<file path="config.mk">
export PLATFORM = sky130hd
export DESIGN_NAME = sysdec_top
export DESIGN_NICKNAME = d
export VERILOG_FILES = /design/src/rtl/sysdec_pkg.sv /design/src/rtl/sysdec_rst_sync.sv /design/src/rtl/sysdec_addr_fix.sv /design/src/rtl/sysdec_match.sv /design/src/rtl/sysdec_top.sv
export SDC_FILE = /design/constraint.sdc
export NUM_CORES = 1
export LEC_CHECK = 0
export ABC_AREA = 1
export BUFFER_PORTS_ARGS = -buffer_cell sky130_fd_sc_hd__clkbuf_2
export CORE_MARGIN = 2
export CORE_UTILIZATION = 40
export DETAILED_ROUTE_END_ITERATION = 10
export PLACE_DENSITY = 0.72
export REMOVE_ABC_BUFFERS = 1
export SETUP_SLACK_MARGIN = 0.4
export SKIP_CTS_REPAIR_TIMING = 1
export SKIP_LAST_GASP = 1
export SLEW_MARGIN = 5
export SYNTH_ARGS = -nofsm -noshare
export SYNTH_HDL_FRONTEND = slang
export SYNTH_HIERARCHICAL = 1
export SYNTH_SLANG_ARGS = --single-unit
export TNS_END_PERCENT = 10
</file>
<file path="constraint.sdc">
create_clock -name clk -period 1.95 [get_ports clk]
set_clock_uncertainty 0.15 [all_clocks]
set_input_delay 0.39 -clock clk [delete_from_list [all_inputs] [get_ports clk]]
set_output_delay 0.39 -clock clk [all_outputs]
set_load 0.02 [all_outputs]
</file>
<file path="src/rtl/sysdec_pkg.sv">
package sysdec_pkg;
  localparam int ADDR_W = 16;
  typedef logic [ADDR_W-1:0] addr_t;

  // care mask: 1 = bit takes part in the compare
  localparam addr_t RAM_BASE = 16'h0000, RAM_CARE = 16'hFE00;
  localparam addr_t ROM_BASE = 16'h7C00, ROM_CARE = 16'hFC00;
  localparam addr_t VEC_BASE = 16'hFFC0, VEC_CARE = 16'hFFC0;
  localparam addr_t IOT_BASE = 16'h6200, IOT_CARE = 16'hF3F8;
  localparam addr_t PIA_BASE = 16'h4000, PIA_CARE = 16'hFFFC;
  localparam addr_t PIA_STEP = 16'h0400;

  function automatic logic region_hit(addr_t a, addr_t base, addr_t care);
    return ((a ^ base) & care) == '0;
  endfunction

  function automatic addr_t pia_slot_base(int k);
    return PIA_BASE + addr_t'(k) * PIA_STEP;
  endfunction

  function automatic addr_t boot_fix(addr_t a, logic hold);
    return hold ? {1'b0, a[ADDR_W-2:0]} : a;
  endfunction
endpackage

</file>
<file path="src/rtl/sysdec_rst_sync.sv">
module sysdec_rst_sync #(
  parameter int STAGES = 2
) (
  input  logic clk,
  input  logic rst_n,
  output logic hold
);
  logic [STAGES-1:0] chain;

  always_ff @(posedge clk or negedge rst_n) begin
    if (!rst_n) chain <= '0;
    else        chain <= {chain[STAGES-2:0], 1'b1};
  end

  assign hold = ~chain[STAGES-1];
endmodule

</file>
<file path="src/rtl/sysdec_addr_fix.sv">
module sysdec_addr_fix
  import sysdec_pkg::*;
(
  input  addr_t raw,
  input  logic  hold,
  output addr_t eff
);
  assign eff = boot_fix(raw, hold);
endmodule

</file>
<file path="src/rtl/sysdec_match.sv">
module sysdec_match
  import sysdec_pkg::*;
#(
  parameter addr_t BASE = '0,
  parameter addr_t CARE = '1
) (
  input  addr_t addr,
  output logic  hit
);
  assign hit = region_hit(addr, BASE, CARE);
endmodule

</file>
<file path="src/rtl/sysdec_top.sv">
module sysdec_top
  import sysdec_pkg::*;
#(
  parameter int SYNC_STAGES = 2,
  parameter int PIA_SLOTS   = 8
) (
  input  logic                 clk,
  input  logic                 rst_n,
  input  logic [15:0]          cpu_addr,
  output logic [15:0]          eff_addr,
  output logic                 ram_sel,
  output logic [PIA_SLOTS-1:0] pia_sel,
  output logic                 iot_sel,
  output logic                 rom_sel,
  output logic                 vec_sel
);
  logic boot_hold;

  sysdec_rst_sync #(.STAGES(SYNC_STAGES)) u_sync (
    .clk(clk), .rst_n(rst_n), .hold(boot_hold));

  sysdec_addr_fix u_fix (.raw(cpu_addr), .hold(boot_hold), .eff(eff_addr));

  sysdec_match #(.BASE(RAM_BASE), .CARE(RAM_CARE)) u_ram (.addr(eff_addr), .hit(ram_sel));
  sysdec_match #(.BASE(ROM_BASE), .CARE(ROM_CARE)) u_rom (.addr(eff_addr), .hit(rom_sel));
  sysdec_match #(.BASE(VEC_BASE), .CARE(VEC_CARE)) u_vec (.addr(eff_addr), .hit(vec_sel));
  sysdec_match #(.BASE(IOT_BASE), .CARE(IOT_CARE)) u_iot (.addr(eff_addr), .hit(iot_sel));

  for (genvar k = 0; k < PIA_SLOTS; k++) begin : g_pia
    sysdec_match #(.BASE(pia_slot_base(k)), .CARE(PIA_CARE)) u_pia (
      .addr(eff_addr), .hit(pia_sel[k]));
  end
endmodule

</file>
-- After elaboration in Yosys (flattened, before gate mapping)
Cells that the tools add are included.
- register bits: 2
- word-level logic and storage cells: 25
- multiplexer cells: 1
- bitwise logic cells: 11
- reductions and logical operators: 12
- operators with widths (kind ; count):
    logical NOT 16 bit ; 12
    2-to-1 mux 16 bit ; 1
    inverter 3 bit ; 4
    inverter 10 bit ; 1
    inverter 2 bit ; 3
    inverter 5 bit ; 1
    inverter 4 bit ; 1
    inverter 1 bit ; 1

-- Logic depth before layout (Yosys ltp)
Gate-level depths: netlist of the first run.
- word-level depth: 3
- mapped depth: 7

-- By module
The synthesis of the first run kept the hierarchy.
- by module, submodules not included (module ; times used ; cells each ; area an instance (µm²) ; seq. area each (µm²)):
    sysdec_match at g_pia[1].u_pia ... ; 3 ; 18 ; 71.3 ; 0.0
    sysdec_match at g_pia[3].u_pia ... ; 3 ; 17 ; 67.6 ; 0.0
    sysdec_addr_fix ; 1 ; 17 ; 122.6 ; 0.0
    sysdec_match at g_pia[0].u_pia ; 1 ; 19 ; 75.1 ; 0.0
    sysdec_match at u_rom ... ; 2 ; 8 ; 32.5 ; 0.0
    sysdec_match at g_pia[7].u_pia ; 1 ; 16 ; 63.8 ; 0.0
    sysdec_match at u_iot ; 1 ; 16 ; 62.6 ; 0.0
    sysdec_rst_sync ; 1 ; 4 ; 57.6 ; 50.0
    sysdec_match at u_ram ; 1 ; 7 ; 26.3 ; 0.0

-- Worst setup path after synthesis of the first run
No wires, ideal clock.
- kind: input-to-output
- from: input cpu_addr[15]
- to: output vec_sel
- arrival: 1290 ps
- path slack: 120 ps
- stages: 4
- path buffers: 0
- cell sequence: inv_1 -> nor2_2 -> nand4_1 -> nor2_1
- word-level cells in the longest chain between the ends: 3
- ends and longest elaborated chain (what ; RTL line ; RTL):
    start: declaration ; sysdec_top.sv:9 ; input logic [15:0] cpu_addr,
    2-to-1 mux 16 bit ; sysdec_pkg.sv:22 ; return hold ? {1'b0, a[ADDR_W-2:0]} : a;
    via eff_addr[15] ; sysdec_top.sv:10 ; output logic [15:0] eff_addr,
    inverter 10 bit (no source line) ; n/a ;
    logical NOT 16 bit ; sysdec_pkg.sv:14 ; return ((a ^ base) & care) == '0;
    end: declaration ; sysdec_top.sv:15 ; output logic vec_sel
The timed path passes the listed nets, and every way through them passes these cells.

-- Final worst setup path of the first run
- from: register u_sync.chain[1]
- to: output pia_sel[7]
- word-level cells in the longest chain between the ends: 2
- ends and longest elaborated chain (what ; RTL line ; RTL):
    start: declaration ; sysdec_rst_sync.sv:8 ; logic [STAGES-1:0] chain;
    start signal: assignment ; sysdec_rst_sync.sv:12 ; else chain <= {chain[STAGES-2:0], 1'b1};
    2-to-1 mux 16 bit ; sysdec_pkg.sv:22 ;
    logical NOT 16 bit ; sysdec_pkg.sv:14 ;
    end: declaration ; sysdec_top.sv:12 ; output logic [PIA_SLOTS-1:0] pia_sel,
No other way between the ends.

==> flow_summary.toml, run 1 <==
[run_status]
status = "finished clean"

[die]
rows = 17
dieArea_um2 = 2620
start_util_pct = 41.4
ios = 46
die_w_um = 51.2
coreArea_um2 = 2150
fp.dieH_um = 51.2

[worst_setup_path]
critPathArrivalTime_ps = 1310
cp_max_fo = 7
cp.required_ps = 1410
cp_slowest_cell = "dfrtp_1"
cp-end-kind = "primary output"
critPathBufInv = 4
slowest_delay_ps = 340
crit_family = "buffers and inverters"
path_cells = "inv_1 > nor2_2 > buf_6 > inv_1 > nand2_1 > nor2_1 > nand2_1 > nor2_2 > clkbuf_2"
cp_num_cells = 9
reg2reg_depth = 0
path_class = "register to primary output"
crit_path_start_kind = "register"

[synthesis]
syn_area_um2 = 890
synth_cell_types = 9
postSynthAreaPerCell_um2 = 4.45
synth-seq-area-share_pct = 5.63
yosys_warnings = 6
syn_inst = 200
ys_ff_latch = 2

[placement]
gp_congestion = 0.830
placedCellCount = 255
port_buffers = 41
dpl.hpwl_um = 1510
placed_area_um2 = 1020
place_ws_ps = 161

[clock_network]
cts.sinks = 2
clk_latency_ps = 230
htreeDepth = 1
cts_tree = "done"
path_clk_slew_ps = 30
clock_path_buffers = 2
cts_made_buffers = 3
clockRootBuffer = "clkbuf_4"

[sta]
final-max-slew-violation-count = 0
rsz0062_at_grt = "true"
fin_crit_sh_pct = 95.1
worst_slack_ps = 95.6
timing.fmax_ghz = 0.539
fin_tns_setup_ps = 0
min_period_ps = 1850
hold_viol_final = 0
final-setup-viol-count = 0

[routing]
wl_um = 2050
num_vias = 1068
antenna_left = 0
via_per_inst = 4.11
drtIter0Drc = 16
dr.pass1.iters = 4
post_drt_wl_per_cell_um = 7.90
drc = 0

[job]
maxCapViolations = 0

[final_layout]
drive_gt1_share_pct = 25.4
fin_area_um2 = 1080
syn_to_final_growth_pct = 21.4
final_cells = 260
largest_register_ff_count = 2
layout.nets = 252
final_cell_mix = "inv_1, nand2_1, nor2_1"
top_register = "u_sync/chain"
diodes = 0
reg_top3 = "u_sync/chain x2"

[min_path]
hold_class = "register to register"
whs_path_depth = 0

[power_and_ir_drop]
peakVddDrop_v = 0.000276
power.density_cell_area_nw_per_um2 = 279
leakage_nw = 0.724

[global_routing]
antenna_found_initial = 0
grt_max_degree = 14
grt_pass1_vias = 874
grtUsageTotal_pct = 17.0
grt_pass1_wl_um = 3490
grt_overflow_total = 0
-- metal layers --
layer	track usage [%]	share of wire [%]	up-vias	routed length [µm]
met4	5.86	1.0	0	21
met2	28.6	45	32	919
met1	21.6	49	431	1000
met5	0	0	-	0
li1	-	-	603	-
met3	3.22	5.4	2	110
-- stage by stage --
step	hold slack, ps	util, %	total power [mW]
6_report	193	50.3	0.301
5_1_grt	204	50.3	0.340
4_1_cts	-219	48.7	0.304
3_5_place_dp	27.6	47.7	0.204
3_3_place_gp	26.8	47.7	0.203
2_1_floorplan	-55.6	-	0.113
-- cell usage after synthesis --
master	count	area (µm²)
nand2_1	56	210
nor2_1	49	184
inv_1	57	214
buf_4	15	113
nand4_1	1	6.26
conb_1	1	3.75
nand3_1	8	40.0
nor2_2	11	68.8
dfrtp_1	2	50.1
-- final timing paths --
kind | from | end | slack, ps
hold / removal | u_sync/chain[0]$_DFF_PN0_ | u_sync/chain[1]$_DFF_PN0_ | 190
setup / recovery | u_sync/chain[1]$_DFF_PN0_ | pia_sel[7] | 100
hold reg to reg | u_sync/chain[0]$_DFF_PN0_ | u_sync/chain[1]$_DFF_PN0_ | 190
min in group asynchronous | rst_n | u_sync/chain[1]$_DFF_PN0_ | 330
max in group asynchronous | rst_n | u_sync/chain[0]$_DFF_PN0_ | 1220
setup reg to reg | u_sync/chain[0]$_DFF_PN0_ | u_sync/chain[1]$_DFF_PN0_ | 1340
-- report_power, final --
| part | switching, mW | internal, mW |
|---|---|---|
| clock network | 0.0249 | 0.0680 |
| registers | 0.000457 | 0.0439 |
| logic | 0.111 | 0.0531 |
-- layout make-up --
cell class | instances | area, µm²
Fill cell | 243 | 1070
Multi-Input combinational cell | 126 | 515
Timing Repair Buffer | 44 | 243
Inverter | 57 | 214
Sequential cell | 2 | 50.0
Tap cell | 28 | 35.0
Clock buffer | 3 | 22.5
-- cell families after synthesis --
logic type,after synthesis,share of synthesized area [%]
and+or+nand+nor,125,57.2
buffers and inverters,72,36.7
other,1,0.422
DFF,2,5.63
Power figures use the tool's default switching activity.
==> run 2, diff against run 1 <==
==> constraint.sdc (replaced) <==
create_clock -name clk -period 1.95 [get_ports clk]
set_clock_uncertainty 0.15 [all_clocks]
set_input_delay 0.39 -clock clk [delete_from_list [all_inputs] [get_ports clk]]
set_output_delay 0.39 -clock clk [all_outputs]
set_load 0.05 [all_outputs]
==> run 2 against run 1 <==
Core utilization up 1.5 points. First-iteration DRC count unchanged. Cell area up 2.9%. Setup slack worse by 35 ps. Clock-buffer cell count unchanged. Combinational power up 22%. Final cell count down 0.38%. Routed wire length down 2.3%. Highest routed layer is now met3.
==> flow_summary.toml, run 2 (same netlist as run 1, synthesis figures left out) <==
[run_status]
status = "finished clean"

[final_layout]
drive_gt1_share_pct = 24.2
fin_util_pct = 51.7
syn_to_final_growth_pct = 24.9
n_fill_cell = 260
top_register = "u_sync/chain"
reg_top3 = "u_sync/chain x2"
final_cell_mix = "inv_1, nand2_1, nor2_1"
layout.nets = 251
final_cells = 259
largest_register_ff_count = 2
diodes = 0
final_common_cell = "inv_1"

[routing]
antenna_left = 0
post_drt_wl_per_cell_um = 7.75
wl_um = 2010
num_vias = 1068
drc = 0
via_per_inst = 4.12
drtIter0Drc = 16
dr.pass1.iters = 4

[power_and_ir_drop]
power.density_cell_area_nw_per_um2 = 303
totalPowerFinal_uw = 337
peakVddDrop_v = 0.000283
leakage_nw = 0.728

[worst_setup_path]
cp_max_fo = 13
critPathBufInv = 4
cp_slowest_cell = "dfrtp_1"
r2r-end = "u_sync/chain[1]$_DFF_PN0_"
reg2reg_depth = 0
critPathArrivalTime_ps = 1350
slowest_delay_ps = 350
path_cells = "inv_1 > nor2_2 > buf_12 > inv_1 > nand2_1 > nor2_1 > nand2_1 > nor2_2 > buf_6"
cp.required_ps = 1410
cp-end-kind = "primary output"
r2r-start = "u_sync/chain[0]$_DFF_PN0_"
crit_path_start_kind = "register"
path_class = "register to primary output"
r2r_setup_slack_ps = 1330
crit_family = "buffers and inverters"

[die]
ios = 46
coreArea_um2 = 2150
dieArea_um2 = 2620
fp.dieH_um = 51.2
start_util_pct = 41.4
rows = 17
die_w_um = 51.2

[clock_network]
cts_tree = "done"
htreeDepth = 1
clk_latency_ps = 220
cts_made_buffers = 3
clockRootBuffer = "clkbuf_4"
clock_path_buffers = 2
path_clk_slew_ps = 30
cts.sinks = 2

[sta]
fin_tns_setup_ps = 0
final-setup-viol-count = 0
whs_ps = 200
final-max-slew-violation-count = 0
min_period_ps = 1890
fin_crit_sh_pct = 96.9
rsz0062_at_grt = "true"
timing.fmax_ghz = 0.529
hold_viol_final = 0

[global_routing]
grt_overflow_total = 0
antenna_found_initial = 0
grtUsageTotal_pct = 16.1
grt_pass1_vias = 852
grt_max_degree = 14
grt_pass1_wl_um = 3390

[placement]
gp_congestion = 0.811
dpl.hpwl_um = 1500
placedCellCount = 255
port_buffers = 41

[min_path]
whs_path_depth = 0
holdPathEnd = "u_sync/chain[1]$_DFF_PN0_"
min-delay-start = "u_sync/chain[0]$_DFF_PN0_"
hold_class = "register to register"

[job]
maxCapViolations = 0
-- run 2: stage by stage --
stage / instance area, µm² / setup slack [ps]
2_1_floorplan: 777 / -490
3_3_place_gp: 1040 / 82.2
3_5_place_dp: 1040 / 74.5
4_1_cts: 1060 / -44.6
5_1_grt: 1110 / -14.0
6_report: 1110 / 60.6
-- run 2: final cells by class --
type	instances	area (µm²)	area share (%)
Sequential cell	2	50.0	4.50
Inverter	57	214	19.3
Clock buffer	3	22.5	2.03
Tap cell	28	35.0	3.15
Timing Repair Buffer	43	277	24.9
Multi-Input combinational cell	126	513	46.2
-- run 2: power breakdown --
| group | internal (mW) | leakage [nW] | switching, mW | total, mW |
|---|---|---|---|---|
| combinational | 0.0542 | 0.691 | 0.146 | 0.200 |
| clock | 0.0681 | 0.0138 | 0.0248 | 0.0928 |
| sequential | 0.0439 | 0.0233 | 0.000498 | 0.0444 |
-- run 2: how the worst max path moves through the flow --
| stage | cells after the start | startpoint | end | slack (ps) |
|---|---|---|---|---|
| floorplan | 4 | cpu_addr[15] | vec_sel | -490 |
| global placement | 10 | cpu_addr[15] | pia_sel[7] | 80 |
| detailed placement | 10 | cpu_addr[15] | pia_sel[7] | 70 |
| CTS | 9 | u_sync/chain[1]$_DFF_PN0_ | pia_sel[7] | -40 |
| global route | 9 | u_sync/chain[1]$_DFF_PN0_ | pia_sel[7] | -10 |
| finish | 9 | u_sync/chain[1]$_DFF_PN0_ | pia_sel[7] | 60 |
-- run 2: per-layer routing --
metal | wire length (µm) | vias to the layer above | share of wire (%) | GRT usage [%]
met5 | 0 | - | 0 | 0
met4 | 0 | 0 | 0 | 2.70
met3 | 106 | 0 | 5.3 | 1.75
met2 | 930 | 34 | 46 | 28.1
met1 | 969 | 432 | 48 | 21.4
li1 | - | 602 | - | -
==> run 3, diff against run 2 <==
--- a/config.mk
+++ b/config.mk
@@ -10,6 +10,7 @@
 export CORE_MARGIN = 2
 export CORE_UTILIZATION = 40
 export DETAILED_ROUTE_END_ITERATION = 10
+export GPL_TIMING_DRIVEN = 0
 export PLACE_DENSITY = 0.72
 export REMOVE_ABC_BUFFERS = 1
 export SETUP_SLACK_MARGIN = 0.4
==> run 3 against run 2 <==
Setup slack improved by 38 ps. Largest cell class unchanged. Via count rose by 1.7%. Cell area fell by 2.3%. Register-to-register slack barely moved. Global-route usage rose by 2.1 points. Worst hold slack improved by 19 ps.
==> flow_summary.toml, run 3 (same netlist as run 1, synthesis figures left out) <==
[die]
die_w_um = 51.2
dieArea_um2 = 2620
ios = 46
coreArea_um2 = 2150
rows = 17
start_util_pct = 41.4
fp.dieH_um = 51.2

[clock_network]
clockRootBuffer = "clkbuf_4"
cts.sinks = 2
cts_tree = "done"
clock_path_buffers = 2
htreeDepth = 1
cts_made_buffers = 3
clk_latency_ps = 230
path_clk_slew_ps = 30

[routing]
antenna_left = 0
drc = 0
post_drt_wl_per_cell_um = 8.73
wl_um = 2260
via_per_inst = 4.19
num_vias = 1086
dr.pass1.iters = 4
drtIter0Drc = 27

[final_layout]
reg_top3 = "u_sync/chain x2"
drive_gt1_share_pct = 24.7
top_register = "u_sync/chain"
ff_latch_area_um2 = 50.0
final_cell_mix = "inv_1, nand2_1, nor2_1"
layout.nets = 251
diodes = 0
fin_util_pct = 50.6
syn_to_final_growth_pct = 22.1
n_fill_cell = 253
largest_register_ff_count = 2
multi_input_area_um2 = 524

[sta]
timing.fmax_ghz = 0.540
fin_crit_sh_pct = 94.9
whs_ps = 219
fin_tns_setup_ps = 0
hold_viol_final = 0
final-max-slew-violation-count = 0
rsz0062_at_grt = "true"
final-setup-viol-count = 0
min_period_ps = 1850

[worst_setup_path]
cp.required_ps = 1410
cp-end-kind = "primary output"
r2r_setup_slack_ps = 1320
crit_path_start = "u_sync/chain[1]$_DFF_PN0_"
critPathArrivalTime_ps = 1310
r2r-start = "u_sync/chain[0]$_DFF_PN0_"
cp_max_fo = 7
path_class = "register to primary output"
crit_path_start_kind = "register"

[power_and_ir_drop]
totalPowerFinal_uw = 339
peakVddDrop_v = 0.000255
leakage_nw = 0.718
comb_power_share_pct = 59.0
clockPowerShare_pct = 27.8
swShare_pct = 51.9
p_switching_uw = 176
power.density_cell_area_nw_per_um2 = 312
intPower_uw = 163
seqPwrFrac_pct = 13.2

[global_routing]
grtUsageTotal_pct = 18.2
grt_pass1_wl_um = 3680
antenna_found_initial = 0
grt_max_degree = 14
grt_overflow_total = 0
grt_pass1_vias = 873

[run_status]
status = "finished clean"

[placement]
gp_congestion = 0.768
port_buffers = 41
dpl.hpwl_um = 1470

[min_path]
hold_class = "register to register"
min-delay-start = "u_sync/chain[0]$_DFF_PN0_"

[job]
maxCapViolations = 0
## run 3: changes by cell type in the layout (fill, tap and decap cells not counted)
cell,before,now
buf_12,1,0
buf_2,0,1
buf_6,5,2
clkbuf_2,32,33
clkbuf_4,4,5
inv_1,57,56
inv_2,0,1
nor2_4,0,1
## run 3: area by class of cell
class | instances | area share [%]
clock buffer | 3 | 2.07
inverter | 57 | 19.7
multi-input combinational | 127 | 48.3
sequential | 2 | 4.61
tap | 28 | 3.23
timing repair buffer | 42 | 22.1
## run 3: power by group through the flow
stage | clock (mW) | combinational [mW] | sequential (mW)
floorplan | 0 | 0.0718 | 0.0447
global placement | 0 | 0.193 | 0.0448
detailed placement | 0 | 0.195 | 0.0449
CTS | 0.0996 | 0.196 | 0.0446
global route | 0.109 | 0.225 | 0.0450
finish | 0.0942 | 0.200 | 0.0448
## run 3: worst paths after layout
path / end / cells past startpoint
max in group asynchronous: u_sync/chain[1]$_DFF_PN0_ / 2
setup reg to reg: u_sync/chain[1]$_DFF_PN0_ / 0
min in group asynchronous: u_sync/chain[0]$_DFF_PN0_ / 2
hold reg to reg: u_sync/chain[1]$_DFF_PN0_ / 0
setup / recovery: pia_sel[0] / 8
hold / removal: u_sync/chain[1]$_DFF_PN0_ / 0
## run 3: critical path, stage by stage (launching register included)
cell and delay [ps]:
dfrtp_1 360, inv_2 80, nor2_4 60, inv_1 50, nand2_1 40, nor2_1 100, nand2_1 60, nor2_2 70
buf_2 260
## run 3: routing by layer
metal | global-route usage, % | wire length [µm] | up-vias | part of all wire (%)
li1 | - | - | 601 | -
met1 | 24.4 | 1100 | 453 | 49
met2 | 29.9 | 1030 | 32 | 46
met3 | 3.51 | 127 | 0 | 5.6
met4 | 4.05 | 0 | 0 | 0
met5 | 0 | 0 | - | 0
## run 3: metrics by stage
| step | area [µm²] | setup slack (ps) | cells |
|---|---|---|---|
| finish | 1090 | 98.8 | 259 |
| global placement | 1020 | -95.3 | 254 |
| floorplan | 777 | -490 | 185 |
| global route | 1090 | -23.0 | 259 |
| detailed placement | 1020 | -30.6 | 254 |
| CTS | 1040 | -138 | 257 |
